--- config.mk ---
export PLATFORM = sky130hd
export DESIGN_NAME = cfg_port_xlate
export DESIGN_NICKNAME = d
export VERILOG_FILES = /design/src/rtl/cfg_xlate_pkg.sv /design/src/rtl/cfg_addr_latch.sv /design/src/rtl/cfg_route_dec.sv /design/src/rtl/cfg_dev_sel.sv /design/src/rtl/cfg_port_xlate.sv
export SDC_FILE = /design/constraint.sdc
export NUM_CORES = 1
export LEC_CHECK = 0
export BUFFER_PORTS_ARGS = -buffer_cell sky130_fd_sc_hd__buf_4
export CAP_MARGIN = 20
export CORE_MARGIN = 10
export CORE_UTILIZATION = 44
export DETAILED_ROUTE_END_ITERATION = 7
export HOLD_SLACK_MARGIN = 0.03
export PLACE_DENSITY = 0.76
export SLEW_MARGIN = 5
export SYNTH_ARGS = -nofsm -noshare
export SYNTH_HDL_FRONTEND = slang
export SYNTH_SLANG_ARGS = --single-unit
--- constraint.sdc ---
create_clock -name clk -period 1.7 [get_ports clk]
set_input_delay 0.17 -clock clk [delete_from_list [all_inputs] [get_ports clk]]
set_output_delay 0.17 -clock clk [all_outputs]
set_load 0.1 [all_outputs]
--- src/rtl/cfg_xlate_pkg.sv ---
package cfg_xlate_pkg;

    localparam int DW     = 32;
    localparam int BE_W   = DW / 8;
    localparam int BUS_W  = 8;
    localparam int DEV_W  = 5;
    localparam int FN_W   = 3;
    localparam int REG_W  = 6;
    localparam int NDEV   = 1 << DEV_W;
    localparam int RSVH_W = DW - 1 - BUS_W - DEV_W - FN_W - REG_W - 2;

    // Field order is fixed: software composes this word directly.
    typedef struct packed {
        logic              en;
        logic [RSVH_W-1:0] rsv_hi;
        logic [BUS_W-1:0]  bus;
        logic [DEV_W-1:0]  dev;
        logic [FN_W-1:0]   func;
        logic [REG_W-1:0]  regn;
        logic [1:0]        rsv_lo;
    } cfg_addr_t;

    typedef enum logic [1:0] {
        RT_LOCAL = 2'd0,
        RT_CFG   = 2'd1,
        RT_IO    = 2'd2
    } route_e;

    typedef enum logic [1:0] {
        ST_IDLE = 2'd0,
        ST_BUS  = 2'd1,
        ST_RESP = 2'd2
    } xst_e;

    typedef struct packed {
        logic             is_cfg;
        logic             write;
        logic [15:0]      io_addr;
        logic [BUS_W-1:0] bus;
        logic [DEV_W-1:0] dev;
        logic [FN_W-1:0]  func;
        logic [REG_W-1:0] regn;
        logic [BE_W-1:0]  be;
        logic [DW-1:0]    wdata;
    } bus_req_t;

    // Zero the reserved positions of a raw address word.
    function automatic cfg_addr_t addr_sanitize(input logic [DW-1:0] raw);
        cfg_addr_t a;
        a        = cfg_addr_t'(raw);
        a.rsv_hi = '0;
        a.rsv_lo = '0;
        return a;
    endfunction

endpackage

--- src/rtl/cfg_addr_latch.sv ---
module cfg_addr_latch
    import cfg_xlate_pkg::*;
(
    input  logic          clk,
    input  logic          rst,
    input  logic          wr_en,
    input  logic [DW-1:0] wr_data,
    output cfg_addr_t     addr_q
);

    always_ff @(posedge clk) begin
        if (rst) begin
            addr_q <= '0;
        end else if (wr_en) begin
            addr_q <= addr_sanitize(wr_data);
        end
    end

endmodule

--- src/rtl/cfg_route_dec.sv ---
module cfg_route_dec
    import cfg_xlate_pkg::*;
#(
    parameter int          IO_AW     = 16,
    parameter logic [15:0] ADDR_PORT = 16'h03F8,
    parameter logic [15:0] DATA_PORT = 16'h03FC
) (
    input  logic [IO_AW-1:0] port,
    input  logic [BE_W-1:0]  be,
    input  logic             cfg_en,
    output route_e           route
);

    logic hit_addr;
    logic hit_data;
    logic full_dw;

    assign hit_addr = (port == IO_AW'(ADDR_PORT));
    assign hit_data = (port == IO_AW'(DATA_PORT));
    assign full_dw  = &be;

    always_comb begin
        if (hit_addr && full_dw) begin
            route = RT_LOCAL;
        end else if (hit_data && cfg_en) begin
            route = RT_CFG;
        end else begin
            route = RT_IO;
        end
    end

endmodule

--- src/rtl/cfg_dev_sel.sv ---
module cfg_dev_sel
    import cfg_xlate_pkg::*;
(
    input  logic             en,
    input  logic [DEV_W-1:0] dev,
    output logic [NDEV-1:0]  sel
);

    for (genvar i = 0; i < NDEV; i++) begin : g_sel
        assign sel[i] = en && (dev == DEV_W'(i));
    end

endmodule

--- src/rtl/cfg_port_xlate.sv ---
module cfg_port_xlate
    import cfg_xlate_pkg::*;
#(
    parameter int          IO_AW     = 16,
    parameter logic [15:0] ADDR_PORT = 16'h03F8,
    parameter logic [15:0] DATA_PORT = 16'h03FC
) (
    input  logic             clk,
    input  logic             rst,
    input  logic             h_valid,
    output logic             h_ready,
    input  logic             h_write,
    input  logic [IO_AW-1:0] h_port,
    input  logic [BE_W-1:0]  h_be,
    input  logic [DW-1:0]    h_wdata,
    output logic [DW-1:0]    h_rdata,
    output logic             b_req_valid,
    output logic             b_is_cfg,
    output logic             b_write,
    output logic [IO_AW-1:0] b_io_addr,
    output logic [BUS_W-1:0] b_bus,
    output logic [DEV_W-1:0] b_dev,
    output logic [FN_W-1:0]  b_func,
    output logic [REG_W-1:0] b_reg,
    output logic [BE_W-1:0]  b_be,
    output logic [DW-1:0]    b_wdata,
    output logic [NDEV-1:0]  b_dev_sel,
    output logic             b_fwd,
    input  logic             b_done,
    input  logic             b_abort,
    input  logic [DW-1:0]    b_rdata
);

    xst_e      st;
    bus_req_t  req;
    logic [DW-1:0] rdata_q;
    cfg_addr_t addr_q;
    route_e    route;
    logic      accept;
    logic      lat_we;
    logic      bus0;

    cfg_route_dec #(
        .IO_AW    (IO_AW),
        .ADDR_PORT(ADDR_PORT),
        .DATA_PORT(DATA_PORT)
    ) u_dec (
        .port  (h_port),
        .be    (h_be),
        .cfg_en(addr_q.en),
        .route (route)
    );

    assign accept = (st == ST_IDLE) && h_valid;
    assign lat_we = accept && (route == RT_LOCAL) && h_write;

    cfg_addr_latch u_lat (
        .clk    (clk),
        .rst    (rst),
        .wr_en  (lat_we),
        .wr_data(h_wdata),
        .addr_q (addr_q)
    );

    always_ff @(posedge clk) begin
        if (rst) begin
            st      <= ST_IDLE;
            req     <= '0;
            rdata_q <= '0;
        end else begin
            case (st)
                ST_IDLE: begin
                    if (h_valid) begin
                        req.is_cfg  <= (route == RT_CFG);
                        req.write   <= h_write;
                        req.io_addr <= 16'(h_port);
                        req.bus     <= addr_q.bus;
                        req.dev     <= addr_q.dev;
                        req.func    <= addr_q.func;
                        req.regn    <= addr_q.regn;
                        req.be      <= h_be;
                        req.wdata   <= h_wdata;
                        if (route == RT_LOCAL) begin
                            rdata_q <= h_write ? '0 : DW'(addr_q);
                            st      <= ST_RESP;
                        end else begin
                            st      <= ST_BUS;
                        end
                    end
                end
                ST_BUS: begin
                    if (b_done) begin
                        if (req.write) begin
                            rdata_q <= '0;
                        end else if (req.is_cfg && b_abort) begin
                            rdata_q <= '1;
                        end else begin
                            rdata_q <= b_rdata;
                        end
                        st <= ST_RESP;
                    end
                end
                default: begin
                    st <= ST_IDLE;
                end
            endcase
        end
    end

    assign h_ready     = (st == ST_RESP);
    assign h_rdata     = rdata_q;
    assign b_req_valid = (st == ST_BUS);
    assign b_is_cfg    = req.is_cfg;
    assign b_write     = req.write;
    assign b_io_addr   = IO_AW'(req.io_addr);
    assign b_bus       = req.bus;
    assign b_dev       = req.dev;
    assign b_func      = req.func;
    assign b_reg       = req.regn;
    assign b_be        = req.be;
    assign b_wdata     = req.wdata;

    assign bus0  = (req.bus == '0);
    assign b_fwd = b_req_valid && req.is_cfg && !bus0;

    cfg_dev_sel u_sel (
        .en (b_req_valid && req.is_cfg && bus0),
        .dev(req.dev),
        .sel(b_dev_sel)
    );

endmodule

---- Word-level counts from Yosys, hierarchy flattened ----
Cells that the tools add are included.
storage, ports and cells
  input port bits ......................... 90
  logic and storage cells ................. 119
  flip-flop bits (word level) ............. 133
operators by class
  eq/ne operators ......................... 39
  mux-type cells .......................... 13
  reductions and logical operators ........ 51
operators by type and width
  operator              number
  $mux 32               6
  $eq 5x5->1 const B    16
  $pmux 32 s2           1
  $logic_and 1x1->1     41
  $eq 5x4->1 const B    8
  $eq 16x10->1 const B  2
  $eq 5x3->1 const B    4
  $eq 5x2->1 const B    2
  $mux 2                5
  $logic_not 8->1       1
  $reduce_and 4->1      2
  $eq 5x1->1 const B    1
  $logic_not 5->1       1
  $eq 2x1->1 const B    2
  $logic_not 2->1       2
  $ne 2x1->1 const B    2
  $pmux 2 s2            1
  $reduce_and 2->1      2
  $eq 2x2->1 const B    1
  $ne 2x2->1 const B    1
  $reduce_bool 2->1     1
  $logic_not 1->1       1

---- Depth between registers and ports, before layout ----
Gate-level depths: netlist (run 1).
  depth in word-level cells ............... 8
  gate-level depth with buffers ........... 7
  depth with buffers taken out ............ 4

---- Cells and area by module ----
From an unflattened synthesis (run 1), not the netlist that was laid out.
unflattened totals
  cell total of the unflattened synthesis .. 690
  area, all modules ....................... 5,733.0 um^2
by module, submodules not included
  module          cells each  times used  area an instance (um^2)
  cfg_port_xlate  548         1           4,524.3
  cfg_addr_latch  84          1           907.1
  cfg_dev_sel     47          1           234.0
  cfg_route_dec   11          1           67.6

---- Worst setup path after synthesis (run 1) ----
No wires, ideal clock.
  kind .................................... flip-flop to output port
  start point ............................. reg req (netlist bit b_is_cfg)
  end point ............................... out b_dev_sel[1]
  setup slack ............................. -2,461 ps
  path buffers ............................ 1
  stages on the path, launching flop included .. 6
  arrival ................................. 3,991 ps
  cell sequence ........................... dfxtp_1 clkbuf_1 nand3b_1 nor4_2 nand3b_1 nor3_1
on the way
  longest elaborated chain between the ends .. 3
ends and longest elaborated chain
  item                            RTL line               text
  from (decl)                     cfg_port_xlate.sv:35   bus_req_t req;
  $logic_and 1x1->1 (2 in a row)  cfg_port_xlate.sv:127  .en (b_req_valid && req.is_cfg && bus0),
  $logic_and 1x1->1               cfg_dev_sel.sv:10      assign sel[i] = en && (dev == DEV_W'(i));
  to (decl)                       cfg_port_xlate.sv:27   output logic [NDEV-1:0] b_dev_sel,
Every way passes these cells.

---- Worst setup path after layout (run 1) ----
  start point ............................. reg req (netlist bit b_bus[5])
  end point ............................... out b_dev_sel[13]
on the way
  longest elaborated chain between the ends .. 3
ends and longest elaborated chain
  item               RTL line               text
  $logic_not 8->1    cfg_port_xlate.sv:123  assign bus0 = (req.bus == '0);
  $logic_and 1x1->1  cfg_port_xlate.sv:127
  $logic_and 1x1->1  cfg_dev_sel.sv:10
Every way passes these cells.

==> flow_metrics.py, run 1 <==
metrics = {
    "run_status": {
        "status": "finished, violations left",
        "violations": "negative setup slack",
    },
    "timing": {
        "max_freq_mhz": 398,
        "skew_ns": 0.00488,
        "slew_viol_final": 0,
        "finalSetupViolations": 33,
        "final_hold_viol_count": 0,
        "fin_crit_ns": 2.51,
        "fin_tns_setup_ns": -24.35,
        "rsz0062_at_grt": "true",
        "fin_crit_sh_pct": 148,
        "fin_ws_ns": -0.812,
        "slew_headroom_pct": 67.7,
        "tightest_slew_ns": 0.485,
    },
    "yosys": {
        "synth_top_area_cell": "dfxtp_1",
        "syn-num-nets": 837,
        "synth_area_um2": 6040,
        "synthCells": 747,
        "ys_seq_area_share_pct": 44.1,
        "synth-seq-cells": 133,
        "yosysUniqueCellTypes": 32,
        "synth_area_leaders": "dfxtp_1 (44%), nand2b_1 (10%), nand2_1 (9.8%)",
        "synth_top_area_share_pct": 44.1,
        "ys_warn_count": 0,
        "postSynthAreaPerCell_um2": 8.09,
    },
    "worst_setup_path": {
        "crit_chain": "or4_4, nor4_4, buf_4, nand3b_1, buf_6, nor2_4, buf_12",
        "path_class": "reg -> out",
        "critical_path.top_delay_family": "simple AND/OR/NAND/NOR gates",
        "cpMaxStageDelayCell": "or4_4",
        "critPathBufInv": 3,
        "cp-end-kind": "output pin",
        "r2r_start": "st[1]",
        "required_ns": 1.53,
        "crit_start": "b_bus[5]",
        "startpoint_type": "flip-flop",
        "worstPathMaxFanout": 4,
        "cpPeakStageDelay_ns": 0.56,
        "rrSetupSlack_ns": 0,
        "crit_arrival_ns": 2.34,
    },
    "floorplan": {
        "num_rows": 42,
        "initial_utilization_pct": 45.3,
        "core_region_area_um2": 13300,
        "num_io_pins": 233,
        "die_h_um": 137,
        "dieArea_um2": 18800,
        "die_w_um": 137,
    },
    "clock_network": {
        "numCtsBuffers": 17,
        "htreeDepth": 4,
        "cts.sinks": 133,
        "cts_buffer_depth": 2,
        "cts_tree": "yes",
        "root_buffer": "clkbuf_16",
        "clk_pin_slew_ns": 0.06,
        "clkLatencyLatePin_ns": 0.41,
    },
    "flow_run": {
        "cap_violations": 0,
    },
    "placement": {
        "dp_cells": 1145,
        "gp_congestion": 0.815,
        "dp_hpwl_um": 14900,
        "numPortBuffers": 232,
        "pre_cts_slack_ns": -0.468,
    },
    "final_layout": {
        "seqCellArea_um2": 2700,
        "fin_nets": 1126,
        "nFillCells": 913,
        "drive_above_1_share_pct": 37.9,
        "instances_no_fill": 1225,
        "area_growth_pct": 68.9,
        "antenna_cells": 0,
        "multi_input_area_um2": 3390,
    },
    "route": {
        "highest_layer": "met4",
        "dr_wl_met3_um": 1800,
        "wl_met1_um": 8690,
        "avgViaCountPerCell": 5.19,
        "dr.pass1.iters": 5,
        "drt_iter0_drc": 328,
        "drt-wirelength-per-cell_um": 19.2,
        "vias": 6359,
        "met2_wirelength_um": 12000,
        "antenna_left": 0,
        "wirelength_um": 23600,
        "drcViolationCount": 0,
    },
    "grt": {
        "antenna_found_initial": 0,
        "grt.total_usage_pct": 23.9,
        "grt_pass1_vias": 6407,
        "grt_max_degree": 63,
        "grt_pass1_wl_um": 35200,
        "grt_overflow": 0,
    },
    "min_path": {
        "hold_class": "in -> reg",
        "worstHoldStart": "h_wdata[11]",
    },
    "power_and_ir_drop": {
        "ir_worst_vdd_mv": 0.747,
        "power_leakage_nw": 4.20,
        "p_per_area_nw_per_um2": 822,
    },
}
## worst paths after layout
check / end / cells after the start
worst max-delay path: b_dev_sel[13] / 7
worst min-delay path: b_wdata[11] / 3
worst max register to register: u_lat.addr_q[8] / 8
worst min register to register: b_io_addr[11] / 2
## final cells by class
| cell class | count | area share, % |
|---|---|---|
| Multi-Input combinational cell | 525 | 33.2 |
| Timing Repair Buffer | 334 | 31.8 |
| Sequential cell | 133 | 26.5 |
| Clock buffer | 23 | 4.68 |
| Tap cell | 176 | 2.16 |
| Inverter | 25 | 0.920 |
| Clock inverter | 9 | 0.773 |
## what timing repair did
item                                    4_1_cts  5_1_grt
hold endpoints to repair                     54        0
pin swaps                                     5       13
endpoints found under the setup margin       55       72
gates cloned                                  0        4
buffers inserted                              0        3
hold buffers                                 42        0
gates resized for setup                     109       17
## cell usage after synthesis
cell type / instances
a21oi_1: 99
and2_1: 3
and4_1: 1
buf_1: 7
buf_4: 4
buf_6: 1
buf_8: 1
clkbuf_1: 51
dfxtp_1: 133
inv_1: 25
mux2_2: 3
mux2_4: 6
mux2i_1: 46
nand2_1: 157
nand2b_1: 99
nand3_1: 2
nand3b_1: 3
nand4_1: 1
nand4_2: 1
nor2_1: 39
nor2b_1: 12
nor3_1: 18
nor3b_1: 1
nor4_2: 2
nor4_4: 1
nor4b_2: 2
o21ai_0: 1
o21ba_2: 1
o31a_1: 1
o32ai_1: 23
or3b_1: 1
or4_1: 2
## where the power goes
| group | switching (W) | total [W] | internal [W] | leakage (nW) |
|---|---|---|---|---|
| clock | 0.00134 | 0.00346 | 0.00212 | 0.269 |
| sequential | 0.0000468 | 0.00324 | 0.00320 | 1.09 |
| combinational | 0.00114 | 0.00169 | 0.000547 | 2.84 |
| total | 0.00253 | 0.00839 | 0.00586 | 4.20 |
## cells in the final DEF (no fill, tap or decap), drive strengths merged
cell type and n:
a21oi 99, and2 3, and4 1, buf 289
bufinv 1, clkbuf 26, clkinv 4, clkinvlp 3
dfxtp 133, dlygate4sd3 40, dlymetal6s4s 2, inv 26
mux2 9, mux2i 46, nand2 157, nand2b 99
nand3 2, nand3b 3, nand4 2, nor2 39
nor2b 12, nor3 18, nor3b 1, nor4 3
nor4b 2, o21ai 1, o21ba 1, o31a 1
o32ai 23, or3b 1, or4 2
## cell families (layout without fill, tap and decap cells)
kind of cell	count (synthesis)	count (layout)	share of synthesized area, %
flops	133	133	44.1
simple gates	345	345	28.2
compound gates	125	125	11.9
buf+inv	89	391	6.09
mux	55	55	9.67
## through the flow
step | hold WS (ns) | cell area, um^2 | util [%] | power [W]
final | 0.0555 | 10200 | 76.4 | 0.00839
after floorplan | 0.306 | 6380 | - | 0.00437
after CTS | 0.0362 | 10000 | 75.0 | 0.00841
after global placement | 0.417 | 8590 | 64.3 | 0.00485
after detailed placement | 0.427 | 8590 | 64.3 | 0.00486
after global routing | 0.0454 | 10200 | 76.4 | 0.00867
## worst register-to-register path, cell delays in order (launching register included)
cell       delay [ns]
dfxtp_1          0.31
buf_4            0.15
nor2_4           0.13
nand2_4          0.07
buf_6            0.13
nor4_4           0.22
buf_4            0.22
clkbuf_16        0.17
mux2i_1          0.21
## routing by layer
| layer | up-vias | GRT usage (%) |
|---|---|---|
| met4 | 0 | 12.7 |
| li1 | 3045 | - |
| met1 | 3017 | 25.5 |
| met3 | 64 | 7.43 |
| met2 | 233 | 41.4 |
| met5 | - | 0 |
(Power assumes the default switching activity.)
==> inputs of run 2 (changes only) <==
Settings changed: CORE_UTILIZATION 44 to 48, PLACE_DENSITY 0.76 to 0.89, SYNTH_HIERARCHICAL set to 1.
Clock period 1.7 ns to 2.8 ns, I/O delays scaled along.
==> flow_metrics.py, run 2 <==
metrics = {
    "yosys": {
        "yosysMostFrequentCell": "nand2_1",
        "async_reset_ff_share_pct": 0,
        "ys.flop_type": "dfxtp_1",
        "synth-seq-cells": 133,
        "netlist_top_cells_count": "nand2_1 (158), dfxtp_1 (133), nor2_1 (91)",
        "synthCells": 690,
        "ys_warn_count": 6,
        "ys_seq_area_share_pct": 46.4,
        "synth_area_um2": 5730,
        "synth_top_area_cell": "dfxtp_1",
        "synth_enable_flop_cells": 0,
        "postSynthAreaPerCell_um2": 8.31,
        "synth_area_leaders": "dfxtp_1 (46%), nand2_1 (10%), a21oi_1 (6.7%)",
        "synth_top_area_share_pct": 46.4,
        "yosysUniqueCellTypes": 38,
    },
    "timing": {
        "skew_ns": 0.0124,
        "rsz0062_at_grt": "false",
        "finalSetupViolations": 0,
        "whs_ns": 0.116,
        "final_hold_viol_count": 0,
        "tightest_slew_ns": 0.844,
        "fin_crit_ns": 2.72,
        "fin_tns_setup_ns": 0,
        "slew_viol_final": 0,
        "slew_headroom_pct": 43.7,
        "fin_crit_sh_pct": 97.1,
        "max_freq_mhz": 368,
    },
    "placement": {
        "place_area_um2": 7700,
        "dp_hpwl_um": 14300,
        "numPortBuffers": 232,
        "gp_congestion": 0.836,
    },
    "clock_network": {
        "cts_tree": "yes",
        "htreeDepth": 4,
        "cts.sinks": 133,
        "postCtsHoldBufs": 0,
        "numCtsBuffers": 17,
        "clk_pin_slew_ns": 0.06,
        "cts_buffer_depth": 2,
        "root_buffer": "clkbuf_16",
        "clkLatencyLatePin_ns": 0.41,
    },
    "grt": {
        "grt_max_degree": 77,
        "grt_pass1_vias": 5600,
        "grt_overflow": 0,
        "antenna_found_initial": 0,
        "grt.total_usage_pct": 23.3,
        "grt_pass1_wl_um": 31100,
    },
    "floorplan": {
        "initial_utilization_pct": 49.6,
        "num_io_pins": 233,
        "dieArea_um2": 16700,
        "core_region_area_um2": 11600,
        "num_rows": 39,
        "die_h_um": 129,
        "die_w_um": 129,
    },
    "route": {
        "wirelength_um": 20200,
        "antenna_left": 0,
        "drt_iter0_drc": 437,
        "avgViaCountPerCell": 5.58,
        "drt-wirelength-per-cell_um": 19.2,
        "vias": 5849,
        "drcViolationCount": 0,
        "dr.pass1.iters": 6,
    },
    "run_status": {
        "status": "finished clean",
    },
    "worst_setup_path": {
        "cp-end-kind": "output pin",
        "crit_arrival_ns": 2.44,
        "crit_chain": "nor4_2, nand2_1, nor2_4, nand4bb_1, nor2_4, buf_4",
        "path_class": "reg -> out",
        "rrSetupSlack_ns": 0.59,
        "startpoint_type": "flip-flop",
        "cpPeakStageDelay_ns": 0.43,
        "worstPathMaxFanout": 8,
        "required_ns": 2.52,
        "cpMaxStageDelayCell": "nand4bb_1",
        "cp_common_cell": "nor2_4",
        "crit_start": "b_bus[0]",
        "r2r_start": "u_lat/addr_q[31]",
    },
    "power_and_ir_drop": {
        "ir_worst_vdd_mv": 0.464,
        "power_leakage_nw": 3.54,
        "p_per_area_nw_per_um2": 658,
        "finalPower_w": 0.00553,
    },
    "final_layout": {
        "nFillCells": 881,
        "antenna_cells": 0,
        "final_cell_area_um2": 8410,
        "layout_common_cells": "buf_4 (243), nand2_1 (157), dfxtp_1 (126)",
        "area_growth_pct": 46.7,
        "drive_above_1_share_pct": 37.0,
        "fin_nets": 982,
        "layout_commonest_cell": "buf_4",
    },
    "min_path": {
        "hold_class": "in -> reg",
        "worstHoldStart": "h_wdata[25]",
    },
    "flow_run": {
        "cap_violations": 0,
    },
}
-- run 2: cell types whose count changed after synthesis, moves of 32 or more --
cell / change
nand2b_1: -96
a221oi_1: +32
a32oi_1: +32
nor2_1: +52
a21o_1: +32
-- run 2: stage by stage --
| step | cells | util (%) | worst slack, ns |
|---|---|---|---|
| final | 1048 | 72.7 | 0.0823 |
| after global routing | 1048 | 72.7 | 0.00534 |
| after CTS | 1044 | 72.2 | 0.0289 |
| after detailed placement | 1012 | 66.6 | 0.166 |
| after global placement | 1012 | 66.6 | 0.213 |
| after floorplan | 698 | - | 0.0191 |
-- run 2: metal layers --
| metal | track usage, % | wire [um] |
|---|---|---|
| met5 | 0 | 0 |
| met2 | 38.2 | 9800 |
| met4 | 8.43 | 444 |
| met3 | 8.85 | 2260 |
| met1 | 27.3 | 7660 |
-- run 2: logic make-up (layout without fill, tap and decap cells) --
logic type	after synthesis	count (layout)	share of synthesized area [%]
simple gates	280	280	20.8
compound gates	176	176	21.2
flops	133	133	46.4
buf+inv	77	284	7.46
mux	23	23	4.02
other cells	1	9	0.0654
-- run 2: where the power goes --
group | switching (W) | internal (W)
registers | 0.0000461 | 0.00197
logic | 0.000844 | 0.000278
clock network | 0.000830 | 0.00157
-- run 2: timing repair --
item | in CTS | in global routing
setup endpoints to repair | 24 | 21
gates resized for setup | 1 | 7
setup buffers | 0 | 4
-- run 2: path summary, 6_finish.rpt --
kind | endpoint | cells after the start
worst max-delay path | b_dev_sel[8] | 6
worst min-delay path | b_wdata[25] | 3
worst max register to register | h_rdata[4] | 7
worst min register to register | b_io_addr[8] | 2
-- run 2: layout make-up --
type	count	area [um^2]	share of cell area (%)
clock buffer	21	470	5.60
multi-input combinational	488	2970	35.4
clock inverter	11	171	2.04
timing repair buffer	250	1930	22.9
tap	143	179	2.13
inverter	2	11.3	0.134
sequential	133	2670	31.8
-- run 2: worst max-delay path: cells and delay by family (launching register included) --
family	cells	cell delay, ns
buf+inv	1	0.31
flops	1	0.33
simple gates	5	1.37
==> inputs of run 3 (changes only) <==
Settings changed: MAX_ROUTING_LAYER set to met4.
==> flow_metrics.py, run 3 (same netlist as run 2, synthesis figures left out) <==
metrics = {
    "run_status": {
        "status": "finished clean",
    },
    "worst_setup_path": {
        "endpoint": "b_dev_sel[8]",
        "crit_start": "b_bus[0]",
        "reg2reg_to": "h_rdata[18]",
        "cp-end-kind": "output pin",
        "crit_arrival_ns": 2.43,
        "worstPathMaxFanout": 8,
        "required_ns": 2.52,
        "path_class": "reg -> out",
        "r2r_cells": 7,
        "rrSetupSlack_ns": 0.59,
        "r2r_start": "u_lat/addr_q[31]",
        "startpoint_type": "flip-flop",
    },
    "timing": {
        "skew_ns": 0.00933,
        "fin_crit_sh_pct": 96.9,
        "max_freq_mhz": 369,
        "rsz0062_at_grt": "false",
        "tightest_slew_ns": 0.847,
        "fin_tns_setup_ns": 0,
        "slew_headroom_pct": 43.5,
        "finalSetupViolations": 0,
        "final_hold_viol_count": 0,
        "fin_ws_ns": 0.0873,
        "fin_crit_ns": 2.71,
        "slew_viol_final": 0,
    },
    "grt": {
        "met1_usage_pct": 27.9,
        "top_usage_layer": "met2",
        "grt_overflow": 0,
        "use_met2_pct": 38.1,
        "grt_pass1_wl_um": 30900,
        "antenna_found_initial": 0,
        "grt_max_degree": 77,
        "grt_pass1_vias": 5644,
        "grt.total_usage_pct": 24.0,
        "grt.met3_usage_pct": 7.91,
    },
    "route": {
        "drt_iter0_drc": 497,
        "drt-wirelength-per-cell_um": 19.3,
        "wirelength_um": 20200,
        "vias": 5866,
        "drcViolationCount": 0,
        "dr.pass1.iters": 5,
        "avgViaCountPerCell": 5.60,
        "antenna_left": 0,
    },
    "floorplan": {
        "num_io_pins": 233,
        "die_h_um": 129,
        "dieArea_um2": 16700,
        "num_rows": 39,
        "die_w_um": 129,
        "core_region_area_um2": 11600,
        "initial_utilization_pct": 49.6,
    },
    "placement": {
        "numPortBuffers": 232,
        "pre_cts_slack_ns": 0.166,
        "gp_congestion": 0.848,
        "dp_hpwl_um": 14300,
    },
    "final_layout": {
        "fin_nets": 982,
        "antenna_cells": 0,
        "layout_commonest_cell": "buf_4",
        "area_growth_pct": 46.7,
        "drive_above_1_share_pct": 37.0,
        "layout_common_cells": "buf_4 (243), nand2_1 (157), dfxtp_1 (126)",
    },
    "clock_network": {
        "cts.sinks": 133,
        "root_buffer": "clkbuf_16",
        "numCtsBuffers": 17,
        "clk_pin_slew_ns": 0.06,
        "htreeDepth": 4,
        "cts_tree": "yes",
        "cts_buffer_depth": 2,
        "clkLatencyLatePin_ns": 0.41,
    },
    "min_path": {
        "hold_class": "in -> reg",
    },
    "power_and_ir_drop": {
        "power_leakage_nw": 3.54,
        "ir_worst_vdd_mv": 0.465,
        "p_per_area_nw_per_um2": 658,
    },
    "flow_run": {
        "cap_violations": 0,
    },
}
run 3: cell counts in the layout (fill, tap and decap cells not counted):
No cell type changed its count.
run 3: metal layers:
metal  vias up  wire length [um]
li1       2793                 -
met1      2792              7910
met2       257              9880
met3        24              2010
met4         0               387
met5         -                 0
run 3: final cells by class:
class,instances,area [um^2]
fillers,881,3160
multi-input cells,488,2970
flip-flops and latches,133,2670
repair buffers,250,1930
clock buffers,21,470
well taps,143,179
clock inverters,11,171
inverters,2,11.3
run 3: report_power, final:
group	switching, W	internal [W]	total, W
Sequential	0.0000460	0.00197	0.00202
Combinational	0.000844	0.000278	0.00112
Clock	0.000828	0.00157	0.00239
run 3: how the worst min path moves through the flow:
| stage | start | to | cells past startpoint |
|---|---|---|---|
| 6_report | h_wdata[1] | b_wdata[1] | 3 |
| 5_1_grt | h_wdata[9] | u_lat/addr_q[9] | 3 |
| 4_1_cts | h_wdata[29] | b_wdata[29] | 3 |
| 3_5_place_dp | b_wdata[21] | b_wdata[21] | 2 |
| 3_3_place_gp | b_io_addr[3] | b_io_addr[3] | 2 |
| 2_1_floorplan | rst | u_lat/addr_q[10] | 1 |
run 3: critical path, stage by stage, from the launching register on:
cell,delay [ns]
dfxtp_2,0.34
nor4_2,0.37
nand2_1,0.15
nor2_4,0.21
nand4bb_1,0.43
nor2_4,0.22
buf_4,0.31
run 3: per-stage QoR:
step	cells	power, W	util (%)	cell area, um^2	hold WS (ns)
after global placement	1012	0.00316	66.6	7700	0.442
after global routing	1048	0.00571	72.7	8410	0.112
final	1048	0.00553	72.7	8410	0.118
after floorplan	698	0.00288	-	6060	0.352
after CTS	1044	0.00555	72.2	8350	0.107
after detailed placement	1012	0.00318	66.6	7700	0.447
run 3: what timing repair did:
item,in CTS,in global routing
gates resized for setup,1,7
endpoints found under the setup margin,24,21
hold buffers,0,0
setup buffers,0,4
